[config.mk]
export PLATFORM = sky130hd
export DESIGN_NAME = flagReadout
export DESIGN_NICKNAME = d
export VERILOG_FILES = /design/src/rtl/flagReadPkg.sv /design/src/rtl/flagReadCtrl.sv /design/src/rtl/flagReadData.sv /design/src/rtl/flagReadout.sv
export SDC_FILE = /design/constraint.sdc
export NUM_CORES = 1
export LEC_CHECK = 0
export BUFFER_PORTS_ARGS = -buffer_cell sky130_fd_sc_hd__buf_2
export CAP_MARGIN = 20
export CORE_MARGIN = 10
export CORE_UTILIZATION = 25
export CTS_CLUSTER_SIZE = 40
export DETAILED_ROUTE_END_ITERATION = 8
export PLACE_DENSITY = 0.41
export SYNTH_ARGS = -nofsm -noshare
export SYNTH_HDL_FRONTEND = slang
export SYNTH_SLANG_ARGS = --single-unit
[constraint.sdc]
create_clock -name clk -period 2.6 [get_ports clk]
set_input_delay 0 -clock clk [delete_from_list [all_inputs] [get_ports clk]]
set_output_delay 0 -clock clk [all_outputs]
set_load 0.01 [all_outputs]
[src/rtl/flagReadPkg.sv]
package flagReadPkg;
  typedef struct packed {
    logic capture;
    logic advance;
    logic finish;
  } ctrlStrobes_t;
endpackage

[src/rtl/flagReadCtrl.sv]
module flagReadCtrl
  import flagReadPkg::*;
#(
  parameter int TIMEOUT_CYCLES = 64
) (
  input  logic         clk,
  input  logic         rstN,
  input  logic         enPin,
  output ctrlStrobes_t strobes,
  output logic         active,
  output logic         resumePulse
);
  localparam int CNT_W = $clog2(TIMEOUT_CYCLES + 1);
  localparam logic [CNT_W-1:0] LAST_IDLE = CNT_W'(TIMEOUT_CYCLES - 1);

  logic             enPrev;
  logic             enEdge;
  logic             timeoutHit;
  logic [CNT_W-1:0] idleCnt;

  assign enEdge     = enPin ^ enPrev;
  assign timeoutHit = active && !enEdge && (idleCnt == LAST_IDLE);

  always_comb begin
    strobes.capture = enEdge && !active;
    strobes.advance = enEdge && active;
    strobes.finish  = timeoutHit;
  end

  always_ff @(posedge clk or negedge rstN) begin
    if (!rstN) begin
      enPrev      <= 1'b0;
      active      <= 1'b0;
      idleCnt     <= '0;
      resumePulse <= 1'b0;
    end else begin
      enPrev      <= enPin;
      resumePulse <= timeoutHit;
      if (enEdge) begin
        active  <= 1'b1;
        idleCnt <= '0;
      end else if (timeoutHit) begin
        active  <= 1'b0;
        idleCnt <= '0;
      end else if (active) begin
        idleCnt <= idleCnt + 1'b1;
      end
    end
  end
endmodule

[src/rtl/flagReadData.sv]
module flagReadData
  import flagReadPkg::*;
#(
  parameter int NFLAGS = 16
) (
  input  logic              clk,
  input  logic              rstN,
  input  ctrlStrobes_t      strobes,
  input  logic              active,
  input  logic [NFLAGS-1:0] flagsIn,
  input  logic              errorFlag,
  input  logic              wakeFlag,
  input  logic              lowPowerMode,
  output logic              errN
);
  localparam int PTR_W = (NFLAGS > 1) ? $clog2(NFLAGS) : 1;
  localparam logic [PTR_W-1:0] LAST_PTR = PTR_W'(NFLAGS - 1);

  logic [NFLAGS-1:0] snapshot;
  logic [PTR_W-1:0]  bitPtr;
  logic              summary;

  always_ff @(posedge clk or negedge rstN) begin
    if (!rstN) begin
      snapshot <= '0;
      bitPtr   <= '0;
    end else if (strobes.capture) begin
      snapshot <= flagsIn;
      bitPtr   <= '0;
    end else if (strobes.advance) begin
      bitPtr <= (bitPtr == LAST_PTR) ? '0 : bitPtr + 1'b1;
    end
  end

  assign summary = lowPowerMode ? wakeFlag : errorFlag;
  assign errN    = active ? ~snapshot[bitPtr] : ~summary;
endmodule

[src/rtl/flagReadout.sv]
module flagReadout
  import flagReadPkg::*;
#(
  parameter int NFLAGS         = 16,
  parameter int TIMEOUT_CYCLES = 64
) (
  input  logic              clk,
  input  logic              rstN,
  input  logic              enPin,
  input  logic [NFLAGS-1:0] flagsIn,
  input  logic              errorFlag,
  input  logic              wakeFlag,
  input  logic              lowPowerMode,
  output logic              errN,
  output logic              readoutActive,
  output logic              resumePinMode
);
  ctrlStrobes_t strobes;
  logic         active;

  flagReadCtrl #(.TIMEOUT_CYCLES(TIMEOUT_CYCLES)) u_ctrl (
    .clk(clk), .rstN(rstN), .enPin(enPin),
    .strobes(strobes), .active(active), .resumePulse(resumePinMode)
  );

  flagReadData #(.NFLAGS(NFLAGS)) u_data (
    .clk(clk), .rstN(rstN), .strobes(strobes), .active(active),
    .flagsIn(flagsIn), .errorFlag(errorFlag), .wakeFlag(wakeFlag),
    .lowPowerMode(lowPowerMode), .errN(errN)
  );

  assign readoutActive = active;
endmodule

==> qor.csv <==
metric,value,unit
outcome,"finished, final reports clean",
clkSinkCount,30,
p_leak,0.884,nW
skew,0.00488,ns
core_area,5540,um^2
yosys-top-cells-area,"dfrtp_1 52%, mux2_1 13%, mux2i_1 4.9%",
track_usage,0.0755,
startpoint_type,flop,
syn_nets,138,
ctsLongestPathBuffers,2,
insertion_delay,0.28,ns
ys_ff_latch,30,
root_buffer,clkbuf_8,
netlist_area,1430,um^2
max_cap_viol_count,0,
timing.slew.headroom,0.547,
cp_max_fo,10,
cp_top_family,flip-flops,
final_common_cell,dfrtp_1,
finalSetupViolCount,0,
drc,0,
rows,27,
drtPass1Iterations,4,
crit_type,reg -> out,
yosys.area.top_type,dfrtp_1,
final_util,0.339,
synth_top_area_share,0.524,
fmax,476,MHz
yosys_warnings,0,
path_cells,mux4_2 -> a2111oi_2 -> a211o_1 -> buf_2,
rsz0062_at_grt,false,
grt_pass1_wl,5.39,mm
ctsResizeCount,0,
syn_inst,114,
die_y,95.7,um
io_buffers,24,
drtIter0Drc,53,
setup_tns,0,ns
final.min_clock_period,2.10,ns
die_area,9150,um^2
grt_pass1_vias,1169,
hpwl,2.18,mm
antenna_found_initial,0,
crit_path_max_incr_delay,0.61,ns
ir_worst_vdd,0.000306,V
fin_crit_sh,0.808,
antennaDiodeCount,0,
maxSlewViolCount,0,
p_per_area,676,nW/um^2
ys_seq_area_frac,0.524,
numCtsBuffers,5,
grt_start_max_net_pins,31,
area_delta_synth_final,31.3,%
ant_nets,0,
htree_levels,2,
vias_per_cell,4.48,
crit_required,2.60,ns
final-instance-count-excl-fill,232,
worst_path_max_delay_cell,dfrtp_1,
dp.cells,206,
via_count,1040,
arrival,2.10,ns
synth_cell_type_count,34,
timing.hold.ws,0.298,ns
grt-ovfl-total,0,
crit_buf_inv,1,
clk_pin_slew_worst_paths,0.07,ns
finalHoldViolations,0,
nets,183,
syn_area_per_cell,12.6,um^2
io_pins,25,
gp_congestion,0.753,
drive_gt1_frac,0.231,
cts_tree,yes,
worstMarginPinSlew,0.680,ns
final_cell_mix,"30 x dfrtp_1, 24 x buf_2, 18 x dlygate4sd3_1, 16 x mux2_1, 12 x nand2_1",
wirelength,3.11,mm
initial_core_util,0.258,
wl_per_cell,13.4,um
critPathCaptureType,output pin,
min_path_type,in -> async,
die_w,95.7,um
## cells in the mapped netlist
| cell type | count |
|---|---|
| a2111oi_2 | 1 |
| a211o_1 | 1 |
| a211oi_1 | 1 |
| a21boi_0 | 1 |
| a31oi_1 | 2 |
| buf_4 | 1 |
| buf_6 | 2 |
| clkbuf_1 | 1 |
| dfrtp_1 | 30 |
| ha_1 | 2 |
| inv_1 | 1 |
| inv_2 | 1 |
| mux2_1 | 16 |
| mux2_2 | 1 |
| mux2i_1 | 7 |
| mux4_1 | 1 |
| mux4_2 | 1 |
| nand2_1 | 12 |
| nand2b_1 | 2 |
| nand3_1 | 4 |
| nand4_1 | 2 |
| nor2_1 | 5 |
| nor2_4 | 1 |
| nor3_1 | 1 |
| nor4_1 | 2 |
| o211a_1 | 1 |
| o21a_1 | 1 |
| o21ai_0 | 1 |
| o21ai_1 | 2 |
| o21bai_1 | 1 |
| o22ai_1 | 4 |
| o31ai_1 | 1 |
| xnor2_2 | 1 |
| xor2_1 | 3 |
## area by class of cell
| cell class | instances | area (um^2) |
|---|---|---|
| clock inverter | 1 | 5.00 |
| multi-input combinational | 78 | 639 |
| inverter | 2 | 7.51 |
| fill | 573 | 3660 |
| sequential | 30 | 751 |
| tap | 72 | 90.1 |
| clock buffer | 7 | 86.3 |
| timing repair buffer | 42 | 300 |
## logic make-up (layout without fill, tap and decap cells)
group                      count (synthesis)  count (layout)  share of synthesized area
DFF                                       30              30                      0.524
and+or+nand+nor                           29              29                     0.0961
muxes                                     26              26                      0.217
AOI/OAI and AO/OA                         17              17                     0.0865
buffers and inverters                      6              52                     0.0288
xor gates and xnor gates                   4               4                     0.0297
adders and majority gates                  2               2                     0.0175
## metrics by stage
| step | setup WS (ns) | area (um^2) | total power, W |
|---|---|---|---|
| CTS | 0.478 | 1880 | 0.00129 |
| global placement | 0.802 | 1610 | 0.000876 |
| global route | 0.380 | 1880 | 0.00136 |
| floorplan | 1.09 | 1430 | 0.000809 |
| detailed placement | 0.785 | 1610 | 0.000879 |
| finish | 0.500 | 1880 | 0.00127 |
## repair_timing
action / in CTS / in global routing
hold buffers: 18 / 0
hold endpoints to repair: 47 / 0
setup buffers: 0 / 0
## final timing paths
| kind | startpoint | endpoint | slack, ns | cells after the start |
|---|---|---|---|---|
| max | u_data.bitPtr[0] | errN | 0.50 | 4 |
| min | rstN | u_ctrl.idleCnt[4] | 0.30 | 2 |
| max reg2reg | u_ctrl.enPrev | u_data.snapshot[1] | 0.94 | 3 |
| min reg2reg | u_data.snapshot[6] | u_data.snapshot[6] | 0.49 | 1 |
| max in group asynchronous | rstN | u_data.bitPtr[1] | 1.86 | 2 |
| min in group clk | enPin | u_ctrl.enPrev | 0.44 | 2 |
## sequential cells by signal, summed over array words and instances (netlist names)
signal and cells:
u_ctrl.active 1, u_ctrl.enPrev 1, u_ctrl.idleCnt 7, u_ctrl.resumePulse 1, u_data.bitPtr 4, u_data.snapshot 16
## layer usage
metal / GRT usage / routed length (um)
met5: 0 / 0
met4: 0.0295 / 33
met3: 0.0299 / 151
met2: 0.124 / 1460
met1: 0.0860 / 1460
## report_power, final
group | internal (W) | switching, W
Clock | 0.000213 | 0.000169
Combinational | 0.000166 | 0.000127
Sequential | 0.000515 | 0.0000813
Total | 0.000893 | 0.000377
No activity file was read; power rests on OpenSTA's default activity.
